`src/rtl/bp_pkg.sv`:
```
package bp_pkg;

    typedef enum logic [2:0] {
        SCH_NEVER  = 3'd0,
        SCH_ALWAYS = 3'd1,
        SCH_BACKFW = 3'd2,
        SCH_LAST   = 3'd3,
        SCH_SAT    = 3'd4,
        SCH_HYST   = 3'd5,
        SCH_RSV6   = 3'd6,
        SCH_RSV7   = 3'd7
    } bp_scheme_e;

    typedef enum logic [1:0] {
        CTR_SN = 2'b00,
        CTR_WN = 2'b01,
        CTR_WT = 2'b10,
        CTR_ST = 2'b11
    } bp_ctr_e;

    function automatic logic is_dynamic(input bp_scheme_e s);
        return (s == SCH_LAST) || (s == SCH_SAT) || (s == SCH_HYST);
    endfunction

endpackage

```
`src/rtl/bp_static_dir.sv`:
```
module bp_static_dir
    import bp_pkg::*;
#(
    parameter int AW = 32
) (
    input  bp_scheme_e    scheme,
    input  logic [AW-1:0] pc,
    input  logic [AW-1:0] target,
    output logic          taken
);
    always_comb begin
        unique case (scheme)
            SCH_ALWAYS: taken = 1'b1;
            SCH_BACKFW: taken = (target < pc);
            default:    taken = 1'b0;
        endcase
    end
endmodule

```
`src/rtl/bp_ctr_next.sv`:
```
module bp_ctr_next
    import bp_pkg::*;
(
    input  bp_scheme_e scheme,
    input  bp_ctr_e    cur,
    input  logic       outcome,
    output bp_ctr_e    nxt
);
    bp_ctr_e sat_nxt;
    bp_ctr_e hys_nxt;

    always_comb begin
        unique case (cur)
            CTR_SN: sat_nxt = outcome ? CTR_WN : CTR_SN;
            CTR_WN: sat_nxt = outcome ? CTR_WT : CTR_SN;
            CTR_WT: sat_nxt = outcome ? CTR_ST : CTR_WN;
            CTR_ST: sat_nxt = outcome ? CTR_ST : CTR_WT;
            default: sat_nxt = CTR_WT;
        endcase
    end

    always_comb begin
        unique case (cur)
            CTR_SN: hys_nxt = outcome ? CTR_WN : CTR_SN;
            CTR_WN: hys_nxt = outcome ? CTR_ST : CTR_SN;
            CTR_WT: hys_nxt = outcome ? CTR_ST : CTR_SN;
            CTR_ST: hys_nxt = outcome ? CTR_ST : CTR_WT;
            default: hys_nxt = CTR_WT;
        endcase
    end

    always_comb begin
        unique case (scheme)
            SCH_LAST: nxt = outcome ? CTR_WT : CTR_SN;
            SCH_SAT:  nxt = sat_nxt;
            SCH_HYST: nxt = hys_nxt;
            default:  nxt = cur;
        endcase
    end
endmodule

```
`src/rtl/bp_dir_predictor.sv`:
```
module bp_dir_predictor
    import bp_pkg::*;
#(
    parameter int AW = 32,
    parameter int K  = 4
) (
    input  logic          clk,
    input  logic          rst_n,
    input  logic [2:0]    mode_sel,
    input  logic [AW-1:0] lk_pc,
    input  logic [AW-1:0] lk_target,
    input  logic          upd_valid,
    input  logic [AW-1:0] upd_pc,
    input  logic          upd_taken,
    output logic          pred_taken
);
    localparam int ENTRIES = 1 << K;
    localparam int IDX_LO  = 2;
    localparam int IDX_HI  = K + 1;

    bp_scheme_e     scheme;
    bp_ctr_e        tbl [ENTRIES];
    logic [K-1:0]   lk_idx;
    logic [K-1:0]   upd_idx;
    bp_ctr_e        upd_old;
    bp_ctr_e        upd_new;
    logic           wr_en;
    logic           static_taken;
    bp_ctr_e        lk_entry;

    assign scheme   = bp_scheme_e'(mode_sel);
    assign lk_idx   = lk_pc[IDX_HI:IDX_LO];
    assign upd_idx  = upd_pc[IDX_HI:IDX_LO];
    assign upd_old  = tbl[upd_idx];
    assign lk_entry = tbl[lk_idx];
    assign wr_en    = upd_valid && is_dynamic(scheme);

    bp_static_dir #(.AW(AW)) u_static (
        .scheme (scheme),
        .pc     (lk_pc),
        .target (lk_target),
        .taken  (static_taken)
    );

    bp_ctr_next u_next (
        .scheme  (scheme),
        .cur     (upd_old),
        .outcome (upd_taken),
        .nxt     (upd_new)
    );

    for (genvar i = 0; i < ENTRIES; i++) begin : g_entry
        always_ff @(posedge clk) begin
            if (!rst_n)
                tbl[i] <= CTR_WT;
            else if (wr_en && (upd_idx == K'(i)))
                tbl[i] <= upd_new;
        end
    end

    always_comb begin
        unique case (scheme)
            SCH_LAST, SCH_SAT, SCH_HYST: pred_taken = lk_entry[1];
            default:                     pred_taken = static_taken;
        endcase
    end

    // Checking support: entry index written at the previous edge
    logic [K-1:0] chk_idx;
    always_ff @(posedge clk) begin
        if (!rst_n) chk_idx <= '0;
        else        chk_idx <= upd_idx;
    end

    AST_SAT_TOP_HOLD: assert property (@(posedge clk) disable iff (!rst_n)
        (upd_valid && scheme == SCH_SAT && upd_taken && upd_old == CTR_ST)
        |=> tbl[chk_idx] == CTR_ST);
    AST_SAT_BOTTOM_HOLD: assert property (@(posedge clk) disable iff (!rst_n)
        (upd_valid && scheme == SCH_SAT && !upd_taken && upd_old == CTR_SN)
        |=> tbl[chk_idx] == CTR_SN);
    AST_HYST_WEAK_MISS: assert property (@(posedge clk) disable iff (!rst_n)
        (upd_valid && scheme == SCH_HYST && !upd_taken && upd_old == CTR_WT)
        |=> tbl[chk_idx] == CTR_SN);
    AST_LAST_FOLLOWS: assert property (@(posedge clk) disable iff (!rst_n)
        (upd_valid && scheme == SCH_LAST)
        |=> tbl[chk_idx][1] == $past(upd_taken));
    AST_NO_WRITE_HOLD: assert property (@(posedge clk) disable iff (!rst_n)
        (!upd_valid || !is_dynamic(scheme))
        |=> tbl[chk_idx] == $past(upd_old));
endmodule

```
`config.mk`:
```
export PLATFORM = sky130hd
export DESIGN_NAME = bp_dir_predictor
export DESIGN_NICKNAME = d
export VERILOG_FILES = /design/src/rtl/bp_pkg.sv /design/src/rtl/bp_static_dir.sv /design/src/rtl/bp_ctr_next.sv /design/src/rtl/bp_dir_predictor.sv
export SDC_FILE = /design/constraint.sdc
export NUM_CORES = 1
export LEC_CHECK = 0
export BUFFER_PORTS_ARGS = -buffer_cell sky130_fd_sc_hd__buf_2
export CAP_MARGIN = 20
export CORE_ASPECT_RATIO = 0.7
export CORE_UTILIZATION = 30
export CTS_CLUSTER_DIAMETER = 100
export DETAILED_ROUTE_END_ITERATION = 12
export GPL_ROUTABILITY_DRIVEN = 0
export MAX_ROUTING_LAYER = met4
export PLACE_DENSITY = 0.61
export SKIP_LAST_GASP = 1
export SYNTH_ARGS = -nofsm -noshare
export SYNTH_HDL_FRONTEND = slang
export SYNTH_SLANG_ARGS = --single-unit
```
`constraint.sdc`:
```
create_clock -name clk -period 4.65 [get_ports clk]
set_input_delay 0.465 -clock clk [delete_from_list [all_inputs] [get_ports clk]]
set_output_delay 0.465 -clock clk [all_outputs]
set_load 0.02 [all_outputs]
```
Yosys cells after proc, flatten, opt, wreduce, memory -nomap -nowiden
Memories as Yosys holds them, arrays and structs flattened.
Index checks and enable logic that the tools add are counted.
Widths: inputs -> output; s select.
- memory bits (writable): 32
- latch bits: 0
- flip-flop bits (word level): 0
- memories kept: 1
- bits in read-only memories: 0
- divide/modulo/power cells: 0
- reduce and logical (&&, ||, !) cells: 23
- add/sub/neg operators: 0
- equality and inequality tests: 23
- order comparisons: 1
- shifts and indexed selects: 0
- muxes and demuxes: 75
- $mul: 0
- bitwise operators: 16
- memory list (name ; depth ; width ; rd ports ; clocked after Yosys merged registers in ; write ports ; RTL line ; RTL):
    tbl ; 16 ; 2 ; 2 ; 0 ; 16 ; bp_dir_predictor.sv:22 ; bp_ctr_e tbl [ENTRIES];
- operator list (kind ; number):
    $mux 1 ; 52
    $mux 2 ; 19
    $eq 4x4->1 const B ; 8
    $lt 32x32->1 ; 1
    $logic_and 1x1->1 ; 17
    $eq 4x3->1 const B ; 4
    $or 1x1->1 ; 16
    $pmux 2 s3 ; 2
    $eq 4x2->1 const B ; 2
    $pmux 2 s4 ; 1
    $eq 3x2->1 const B ; 2
    $eq 3x3->1 const B ; 2
    $eq 2x2->1 const B ; 2
    $eq 4x1->1 const B ; 1
    $logic_not 4->1 ; 1
    $eq 3x1->1 const B ; 1
    $reduce_or 3->1 ; 1
    $eq 2x1->1 const B ; 1
    $logic_not 2->1 ; 1
    $logic_or 1x1->1 ; 2
    $pmux 1 s2 ; 1
    $reduce_or 2->1 ; 1

Logic depth before layout (Yosys ltp)
Gate-level depths: netlist of the first run.
- depth in word-level cells: 9
- depth in mapped cells: 10
- depth with buffers taken out: 9

By module
Synthesis of the first run repeated with hierarchy kept, for this count alone.
- cell total of the unflattened synthesis: 272
- area total of the unflattened synthesis: 2738.9 um2
- modules (own cells, without submodules) (module ; times used ; sequential area each (um2) ; cells an instance ; area each (um2)):
    bp_dir_predictor ; 1 ; 960.9 ; 142 ; 1755.4
    bp_static_dir ; 1 ; 0.0 ; 110 ; 818.3
    bp_ctr_next ; 1 ; 0.0 ; 20 ; 165.2

Worst setup path after synthesis of the first run
No wires, ideal clock.
- path kind: in2reg
- start point: in upd_pc[2]
- end point: mem tbl[11][1] (netlist bit), data pin
- cell stages on the path: 9
- arrival: 2.750 ns
- buffers on the path: 1
- setup slack: 1.635 ns
- path through: buf_2 mux4_2 mux4_2 ha_1 nor3_1 o41ai_1 a221o_1 nor2_1 nand2_1
- RTL lines (element ; RTL line ; RTL):
    from (decl) ; bp_dir_predictor.sv:13 ; input logic [AW-1:0] upd_pc,
    to (decl) ; bp_dir_predictor.sv:22 ;

==> results.py, run 1 <==
metrics = {
    "sta": {
        "relSlewSlack_pct": 66.6,
        "setup-tns-final_ns": 0,
        "maxSlewViolCount": 0,
        "period_share_pct": 71.1,
        "setup_ws_ns": 1.34,
        "rsz0062_at_grt": "false",
        "fin_skew_ns": 0.00474,
        "worst_slew_pin_slew_ns": 0.502,
        "hold_viol_final": 0,
        "period_minus_slack_ns": 3.31,
        "max_freq_ghz": 0.302,
        "setup_viol": 0,
    },
    "floorplanning": {
        "dieArea_sq_um": 9040,
        "dieHeight_microns": 79.9,
        "coreArea_sq_um": 8140,
        "ios": 104,
        "rows": 27,
        "dieWidth_microns": 113,
        "start_util_pct": 31.9,
    },
    "cells_and_area": {
        "layout_top_registers": "tbl x32",
        "nets": 478,
        "ff_latch_area_sq_um": 961,
        "drive_gt1_share_pct": 28.5,
        "diodes": 0,
        "num-fill-cells": 813,
        "finalInstanceArea_sq_um": 3230,
        "largest-register": "tbl",
        "largest_reg_flops": 32,
        "area_growth_pct": 24.2,
        "multi_input_area_sq_um": 1470,
        "final_util_pct": 39.6,
    },
    "place": {
        "dp_hpwl_microns": 5350,
        "portBuffers": 75,
        "place_area_sq_um": 3090,
        "place_ws_ns": 1.03,
    },
    "routing": {
        "first_pass_iters": 4,
        "vias": 2238,
        "route.detailed.drc": 0,
        "ant_nets": 0,
        "drt-initial-drc-count": 177,
        "routed_wl_microns": 6600,
        "viasPerCell": 4.91,
        "avgRoutedWirePerCell_microns": 14.5,
    },
    "critical_path": {
        "crit_end": "tbl[10][1]",
        "crit_path_end_kind": "register",
        "crit_chain": "buf_2, mux4_2, mux4_2, inv_1, ha_1, nor2b_1, o41ai_1, a221o_1, nor2_1, nand2_1",
        "cp_slowest_stage_delay_ns": 0.60,
        "crit_top_cell": "mux4_2",
        "regToRegEndpoint": "tbl[10][1]",
        "required_ns": 4.66,
        "cp-start-kind": "input port",
        "cp_slowest_cell": "mux4_2",
        "crit_path_max_fanout": 12,
        "crit_type": "input port to register",
        "regToRegStartpoint": "tbl[14][0]",
        "ff2ff_path_depth": 9,
        "cp.depth": 10,
        "reg2reg_slack_ns": 1.59,
        "critPathBufInv": 2,
        "cp_top_family": "multiplexers",
        "arrival_ns": 3.32,
        "crit_path_start": "upd_pc[2]",
    },
    "clocking": {
        "cts_buffers": 5,
        "cts_hold_buf": 0,
        "cts-root-buf": "clkbuf_16",
        "cts_tree": "built",
        "cts_resized": 0,
        "cts.path.max_buffers": 2,
        "clk_latency_ns": 0.28,
        "htreeDepth": 2,
        "clock-sinks": 32,
        "cts_setup_buffers": 0,
        "path_clk_slew_ns": 0.05,
    },
    "global_route": {
        "gr-total-overflow": 0,
        "grt_max_degree": 19,
        "antenna_found_initial": 0,
        "grt_pass1_wl_microns": 10600,
        "grt_use_total_pct": 16.1,
        "grt_pass1_vias": 2129,
    },
    "yosys": {
        "async_reset_ff_share_pct": 0,
        "synthTopCellsByArea": "edfxtp_1 (37%), ha_1 (17%), mux4_2 (12%), inv_1 (5.2%), nand2_1 (4.5%)",
        "synth_top_family_by_area": "adder cells",
        "ys.flop_type": "edfxtp_1",
        "synth_top_area_share_pct": 37.0,
        "ys_warn_count": 0,
        "synth_edf_count": 32,
        "netlist_top_cells_count": "inv_1 (36), ha_1 (35), edfxtp_1 (32)",
        "ys_seq_area_share_pct": 37.0,
        "synth_nets": 403,
        "yosys_register_bits": 32,
        "synthSimpleGateAreaFrac_pct": 15.3,
        "postSynthCellCount": 265,
        "yosysMostFrequentCell": "inv_1",
        "synth_compound_area_share_pct": 12.0,
        "synth-xor-area-share_pct": 0,
        "synth_largest_area_cell": "edfxtp_1",
        "synth.distinct_cells": 35,
        "synth.avg_cell_area_sq_um": 9.81,
        "yosys.area_share.adder_pct": 16.9,
        "muxShareOfSynthArea_pct": 12.5,
        "syn_area_sq_um": 2600,
    },
    "pwr": {
        "power.leakage_nw": 1.38,
        "switching_share_pct": 25.5,
        "combPwrFrac_pct": 19.2,
        "p_int_mw": 0.584,
        "switchingPower_mw": 0.201,
        "p_per_area_nw_per_um2": 243,
        "seq_power_share_pct": 41.2,
        "power_mw": 0.785,
        "ir_worst_vdd_mv": 0.159,
        "clkPwrFrac_pct": 39.6,
    },
    "job": {
        "cap_violations": 0,
    },
    "hold_path": {
        "hold-path-cell-count": 2,
        "hold_path.class": "input port to register",
    },
    "run_status": {
        "status": "finished, final reports clean",
    },
}
## through the flow
step                hold WS [ns]  cells
floorplan                  0.700    265
global placement           0.965    449
detailed placement         0.970    449
CTS                        0.685    456
global route               0.727    456
finish                     0.684    456
## placed cells by master, fill, tap and decap left out, drive strengths merged
master / count
nand3b: 4
a21o: 2
a211oi: 1
clkinv: 1
or3b: 1
mux2i: 1
nor2b: 4
nand3: 3
a21oi: 15
a31oi: 2
or4: 2
a2111o: 1
or2: 1
o22ai: 2
a21boi: 1
mux4: 14
buf: 75
nand4: 5
nor2: 26
inv: 36
o41ai: 1
edfxtp: 32
a221o: 1
clkinvlp: 1
a311oi: 1
ha: 35
and2: 1
a2111oi: 1
nand2: 31
o31ai: 2
nand2b: 5
nor3: 3
clkbuf: 5
o21ai: 24
## worst min path at each step
stage / endpoint / from
floorplan: tbl[10][0] / rst_n
global placement: tbl[2][1] / upd_pc[5]
detailed placement: tbl[2][1] / upd_pc[5]
CTS: tbl[14][1] / rst_n
global route: tbl[1][0] / rst_n
finish: tbl[14][0] / rst_n
## worst reg2reg max path: cells and delay by family, from the launching register on
kind,cells,cell delay [ns]
buffers and inverters,1,0.11
AND/OR/NAND/NOR,3,0.60
AO/OA/AOI/OAI,2,0.41
adder cells (fa/ha/maj),1,0.23
multiplexers,2,1.07
flip-flops,1,0.37
## layout make-up
class | instances | area share, %
clock buffer | 5 | 3.88
clock inverter | 2 | 0.388
inverter | 36 | 4.19
timing repair buffer | 75 | 11.6
sequential | 32 | 29.8
tap | 116 | 4.50
multi-input combinational | 190 | 45.7
## power by group through the flow
stage                     registers, mW  clock network, mW  logic [mW]
final                             0.324              0.311       0.150
after global routing              0.324              0.332       0.173
after CTS                         0.324              0.316       0.152
after detailed placement          0.329                  0       0.151
after global placement            0.329                  0       0.146
after floorplan                   0.329                  0      0.0911
## kinds of logic after synthesis
group                    after synthesis
multiplexers                          15
flip-flops                            32
adder cells (fa/ha/maj)               35
AND/OR/NAND/NOR                       86
buffers and inverters                 43
AO/OA/AOI/OAI                         54
## per-layer routing
layer	vias up	part of all wire, %	GRT usage [%]
met4	0	0.32	2.37
met1	1036	50	22.3
met3	4	6.3	4.48
met2	85	44	23.7
li1	1113	-	-
met5	-	0	-
No activity file was read; power rests on OpenSTA's default activity.
==> inputs of run 2 (changes only) <==
==> constraint.sdc (replaced) <==
create_clock -name clk -period 3.1 [get_ports clk]
set_input_delay 0.31 -clock clk [delete_from_list [all_inputs] [get_ports clk]]
set_output_delay 0.31 -clock clk [all_outputs]
set_load 0.02 [all_outputs]
==> run 2 against run 1 <==
  * Sequential power increased by 50%
  * Worst setup slack got worse by 1.2 ns
  * Total power increased by 60%
  * Via count decreased by 0.76%
  * Count of clock-buffer cells in the layout unchanged
  * Final area increased by 2.2%
  * Clock power increased by 75%
  * Worst hold slack got worse by 0.15 ns
  * Die area unchanged
  * Largest power group is now the clock network
  * Sequential cell count unchanged
==> results.py, run 2 (synthesized netlist as in run 1, its figures left out) <==
metrics = {
    "critical_path": {
        "crit_top_cell": "mux4_2",
        "cp_top_family": "multiplexers",
        "cp-start-kind": "input port",
        "crit_chain": "buf_2, mux4_2, mux4_2, inv_1, ha_1, nor2b_1, o41ai_1, a221o_1, nor2_1, buf_4, nand2_1",
        "cp_slowest_cell": "mux4_2",
        "required_ns": 3.11,
        "ff2ff_path_depth": 10,
        "crit_path_end_kind": "register",
        "arrival_ns": 2.92,
        "crit_type": "input port to register",
        "critPathBufInv": 3,
        "cp_slowest_stage_delay_ns": 0.57,
        "crit_path_max_fanout": 12,
        "cp.depth": 11,
    },
    "cells_and_area": {
        "largest_reg_flops": 32,
        "nets": 484,
        "num-fill-cells": 821,
        "layout_common_cells": "buf_2 (75), inv_1 (36), ha_1 (35)",
        "largest-register": "tbl",
        "area_growth_pct": 26.9,
        "layout_top_registers": "tbl x32",
        "diodes": 0,
        "drive_gt1_share_pct": 29.4,
        "layout_commonest_cell": "buf_2",
    },
    "routing": {
        "routed_wl_microns": 6490,
        "drt-initial-drc-count": 129,
        "avgRoutedWirePerCell_microns": 14.0,
        "first_pass_iters": 4,
        "viasPerCell": 4.80,
        "route.detailed.drc": 0,
        "ant_nets": 0,
        "vias": 2221,
    },
    "floorplanning": {
        "coreArea_sq_um": 8140,
        "rows": 27,
        "dieWidth_microns": 113,
        "dieArea_sq_um": 9040,
        "ios": 104,
        "dieHeight_microns": 79.9,
        "start_util_pct": 31.9,
    },
    "sta": {
        "hold_viol_final": 0,
        "rsz0062_at_grt": "false",
        "period_share_pct": 93.9,
        "worst_slew_pin_slew_ns": 0.440,
        "fin_skew_ns": 0.00799,
        "setup_viol": 0,
        "max_freq_ghz": 0.344,
        "hold_slack_ns": 0.538,
        "relSlewSlack_pct": 70.6,
        "maxSlewViolCount": 0,
        "setup_ws_ns": 0.189,
        "setup-tns-final_ns": 0,
        "period_minus_slack_ns": 2.91,
    },
    "job": {
        "cap_violations": 0,
    },
    "clocking": {
        "htreeDepth": 2,
        "path_clk_slew_ns": 0.05,
        "cts-root-buf": "clkbuf_16",
        "clk_latency_ns": 0.28,
        "cts_tree": "built",
        "cts_hold_buf": 0,
        "cts_buffers": 5,
        "cts.path.max_buffers": 2,
        "cts_resized": 0,
        "cts_setup_buffers": 0,
        "clock-sinks": 32,
    },
    "run_status": {
        "status": "finished, final reports clean",
    },
    "hold_path": {
        "hold_path.class": "input port to register",
        "hold-path-cell-count": 2,
    },
    "global_route": {
        "grt_max_degree": 19,
        "gr-total-overflow": 0,
        "grt_pass1_vias": 2112,
        "antenna_found_initial": 0,
        "grt_pass1_wl_microns": 10400,
        "grt_use_total_pct": 15.7,
    },
    "pwr": {
        "power.leakage_nw": 1.43,
        "power_mw": 1.26,
        "p_per_area_nw_per_um2": 381,
        "ir_worst_vdd_mv": 0.199,
    },
    "place": {
        "portBuffers": 75,
        "dp_hpwl_microns": 5420,
        "place_ws_ns": -0.139,
    },
}
==> run 2: cell types whose count changed in the layout (fill, tap and decap cells not counted), sizes merged <==
cell	previous run	this run
buf	75	81
clkinv	1	2
bufinv	0	1
clkinvlp	1	0
==> run 2: metrics by stage <==
stage | util (%) | cells | area, sq um
2_1_floorplan | - | 265 | 2600
3_3_place_gp | 38.5 | 455 | 3140
3_5_place_dp | 38.5 | 455 | 3140
4_1_cts | 40.5 | 463 | 3300
5_1_grt | 40.5 | 463 | 3300
6_report | 40.5 | 463 | 3300
==> run 2: area by class of cell <==
| type | instances | area, sq um | share of cell area [%] |
|---|---|---|---|
| clock buffers | 5 | 125 | 3.79 |
| clock inverters | 3 | 37.5 | 1.14 |
| inverters | 36 | 135 | 4.10 |
| multi-input cells | 190 | 1470 | 44.7 |
| flip-flops and latches | 32 | 961 | 29.1 |
| well taps | 116 | 145 | 4.40 |
| repair buffers | 81 | 420 | 12.7 |
==> run 2: power breakdown <==
| part | internal (mW) | switching [mW] | total (mW) | leakage, nW |
|---|---|---|---|---|
| Sequential | 0.483 | 0.00222 | 0.486 | 0.284 |
| Clock | 0.373 | 0.171 | 0.544 | 0.0789 |
| Combinational | 0.106 | 0.122 | 0.228 | 1.07 |
==> run 2: path summary, 6_finish.rpt <==
| path | from | end | slack (ns) |
|---|---|---|---|
| setup / recovery | upd_pc[2] | tbl[2][1] | 0.19 |
| hold / removal | rst_n | tbl[15][0] | 0.54 |
| setup reg to reg | tbl[15][0] | tbl[2][1] | 0.23 |
| hold reg to reg | tbl[10][0] | tbl[13][1] | 1.55 |
==> run 2: layer usage <==
metal	GRT usage (%)	vias to the layer above	share of wire, %
met5	-	-	0
met4	3.55	0	0.69
met3	2.66	5	8.9
met2	24.7	77	46
met1	21.2	1013	44
li1	-	1126	-
==> inputs of run 3 (changes only) <==
--- a/config.mk
+++ b/config.mk
@@ -5,15 +5,15 @@
 export SDC_FILE = /design/constraint.sdc
 export NUM_CORES = 1
 export LEC_CHECK = 0
-export BUFFER_PORTS_ARGS = -buffer_cell sky130_fd_sc_hd__buf_2
 export CAP_MARGIN = 20
 export CORE_ASPECT_RATIO = 0.7
 export CORE_UTILIZATION = 30
 export CTS_CLUSTER_DIAMETER = 100
 export DETAILED_ROUTE_END_ITERATION = 12
+export DONT_BUFFER_PORTS = 1
 export GPL_ROUTABILITY_DRIVEN = 0
 export MAX_ROUTING_LAYER = met4
-export PLACE_DENSITY = 0.61
+export PLACE_DENSITY = 0.51
 export SKIP_LAST_GASP = 1
 export SYNTH_ARGS = -nofsm -noshare
 export SYNTH_HDL_FRONTEND = slang
==> run 3 against run 2 <==
  * Sequential power is essentially flat
  * Critical path depth shrank 1
  * Worst setup slack gained 0.034 ns
  * Global-route usage shrank 0.95 points
  * Final area shrank 13%
  * Non-clock buffer count shrank 78
  * Clock power shrank 14%
  * Die area is the same
  * Count of clock-buffer cells in the layout is the same
  * Sequential share of layout area grew 4.2 points
  * Combinational power shrank 30%
  * Via count shrank 12%
  * Critical endpoint is now tbl[9][1]
==> results.py, run 3 (synthesized netlist as in run 1, its figures left out) <==
metrics = {
    "run_status": {
        "status": "finished, final reports clean",
    },
    "sta": {
        "setup_viol": 0,
        "setup_ws_ns": 0.223,
        "period_share_pct": 92.8,
        "setup-tns-final_ns": 0,
        "fin_skew_ns": 0.00453,
        "max_freq_ghz": 0.348,
        "maxSlewViolCount": 0,
        "relSlewSlack_pct": 68.4,
        "period_minus_slack_ns": 2.88,
        "hold_viol_final": 0,
        "worst_slew_pin_slew_ns": 0.473,
        "rsz0062_at_grt": "false",
    },
    "hold_path": {
        "min_to": "tbl[2][1]",
        "hold-path-cell-count": 2,
        "hold_path.class": "input port to register",
        "hold_path_startpoint": "upd_pc[5]",
    },
    "pwr": {
        "p_per_area_nw_per_um2": 386,
        "p_int_mw": 0.846,
        "switching_share_pct": 23.9,
        "clkPwrFrac_pct": 42.0,
        "switchingPower_mw": 0.265,
        "combPwrFrac_pct": 14.4,
        "ir_worst_vdd_mv": 0.205,
        "power_mw": 1.11,
        "seq_power_share_pct": 43.6,
        "power.leakage_nw": 1.11,
    },
    "cells_and_area": {
        "final_util_pct": 35.4,
        "layout_top_registers": "tbl x32",
        "diodes": 0,
        "num-fill-cells": 837,
        "largest-register": "tbl",
        "area_growth_pct": 10.8,
        "largest_reg_flops": 32,
        "ff_latch_area_sq_um": 961,
        "drive_gt1_share_pct": 9.67,
        "multi_input_area_sq_um": 1480,
        "layout_commonest_cell": "inv_1",
        "nets": 406,
        "layout_common_cells": "inv_1 (36), ha_1 (35), edfxtp_1 (32)",
        "final_cell_count_no_fill": 385,
    },
    "routing": {
        "avgRoutedWirePerCell_microns": 16.2,
        "ant_nets": 0,
        "route.detailed.drc": 0,
        "vias": 1955,
        "drt-initial-drc-count": 79,
        "routed_wl_microns": 6230,
        "viasPerCell": 5.08,
        "first_pass_iters": 4,
    },
    "critical_path": {
        "regToRegEndpoint": "tbl[9][1]",
        "ff2ff_path_depth": 10,
        "cp_slowest_stage_delay_ns": 0.53,
        "cp_slowest_cell": "mux4_2",
        "crit_path_max_fanout": 4,
        "regToRegStartpoint": "tbl[7][0]",
        "crit_type": "register to register",
        "arrival_ns": 2.89,
        "crit_chain": "mux4_2, mux4_2, inv_1, ha_1, nor2b_1, o41ai_1, a221o_1, nor2_1, buf_4, nand2_1",
        "reg2reg_slack_ns": 0.22,
        "cp-start-kind": "register",
        "crit_top_cell": "mux4_2",
        "required_ns": 3.11,
        "crit_path_end_kind": "register",
    },
    "floorplanning": {
        "dieArea_sq_um": 9040,
        "ios": 104,
        "dieWidth_microns": 113,
        "rows": 27,
        "start_util_pct": 31.9,
        "dieHeight_microns": 79.9,
        "coreArea_sq_um": 8140,
    },
    "place": {
        "place_ws_ns": 0.119,
        "dp_hpwl_microns": 5130,
        "numPlacedInstances": 377,
        "portBuffers": 0,
    },
    "clocking": {
        "cts-root-buf": "clkbuf_16",
        "htreeDepth": 2,
        "cts_setup_buffers": 0,
        "clock-sinks": 32,
        "cts_buffers": 5,
        "cts_hold_buf": 0,
        "path_clk_slew_ns": 0.05,
        "cts_tree": "built",
        "clk_latency_ns": 0.28,
        "cts_resized": 0,
        "cts.path.max_buffers": 2,
    },
    "global_route": {
        "antenna_found_initial": 0,
        "gr-total-overflow": 0,
        "grt_pass1_vias": 1854,
        "grt_pass1_wl_microns": 9630,
        "grt_max_degree": 19,
        "grt_use_total_pct": 14.7,
    },
    "job": {
        "cap_violations": 0,
    },
}
[run 3: per-layer routing]
layer / vias to the layer above / share of wire [%] / GRT usage [%]
met5: - / 0 / -
met4: 0 / 0.82 / 3.55
met3: 5 / 6.3 / 3.49
met2: 63 / 42 / 20.7
met1: 914 / 51 / 21.1
li1: 973 / - / -
[run 3: how the worst max path moves through the flow]
stage / slack (ns) / start / cells past startpoint / to
detailed placement: 0.12 / tbl[7][0] / 9 / tbl[0][1]
finish: 0.22 / tbl[7][0] / 10 / tbl[9][1]
CTS: 0.11 / tbl[7][0] / 9 / tbl[0][1]
global placement: 0.09 / tbl[6][0] / 9 / tbl[0][1]
floorplan: 0.24 / upd_pc[2] / 9 / tbl[11][1]
global route: 0.07 / tbl[1][1] / 9 / tbl[9][1]
[run 3: cell type report]
type                            count  share of cell area, %
Tap cell                          116                   5.04
Timing Repair Buffer                3                  0.782
Clock buffer                        5                   4.35
Inverter                           36                   4.69
Multi-Input combinational cell    190                   51.3
Clock inverter                      3                  0.478
Sequential cell                    32                   33.4
[run 3: through the flow]
stage / hold slack [ns] / cell area, sq um
6_report: 0.263 / 2880
5_1_grt: 0.281 / 2880
4_1_cts: 0.253 / 2880
3_5_place_dp: 0.538 / 2740
3_3_place_gp: 0.537 / 2740
2_1_floorplan: 0.545 / 2600
[run 3: power by group through the flow]
stage,Combinational (mW),Sequential [mW],Clock [mW]
after floorplan,0.137,0.493,0
after global placement,0.156,0.494,0
after detailed placement,0.160,0.494,0
after CTS,0.161,0.485,0.477
after global routing,0.186,0.486,0.492
final,0.160,0.485,0.467
[run 3: critical path: cells and delay by family (launching register included)]
family	cells	cell delay, ns
compound gates	2	0.42
fa+ha+maj	1	0.23
buf+inv	2	0.26
flops	1	0.37
mux	2	1.05
simple gates	3	0.28
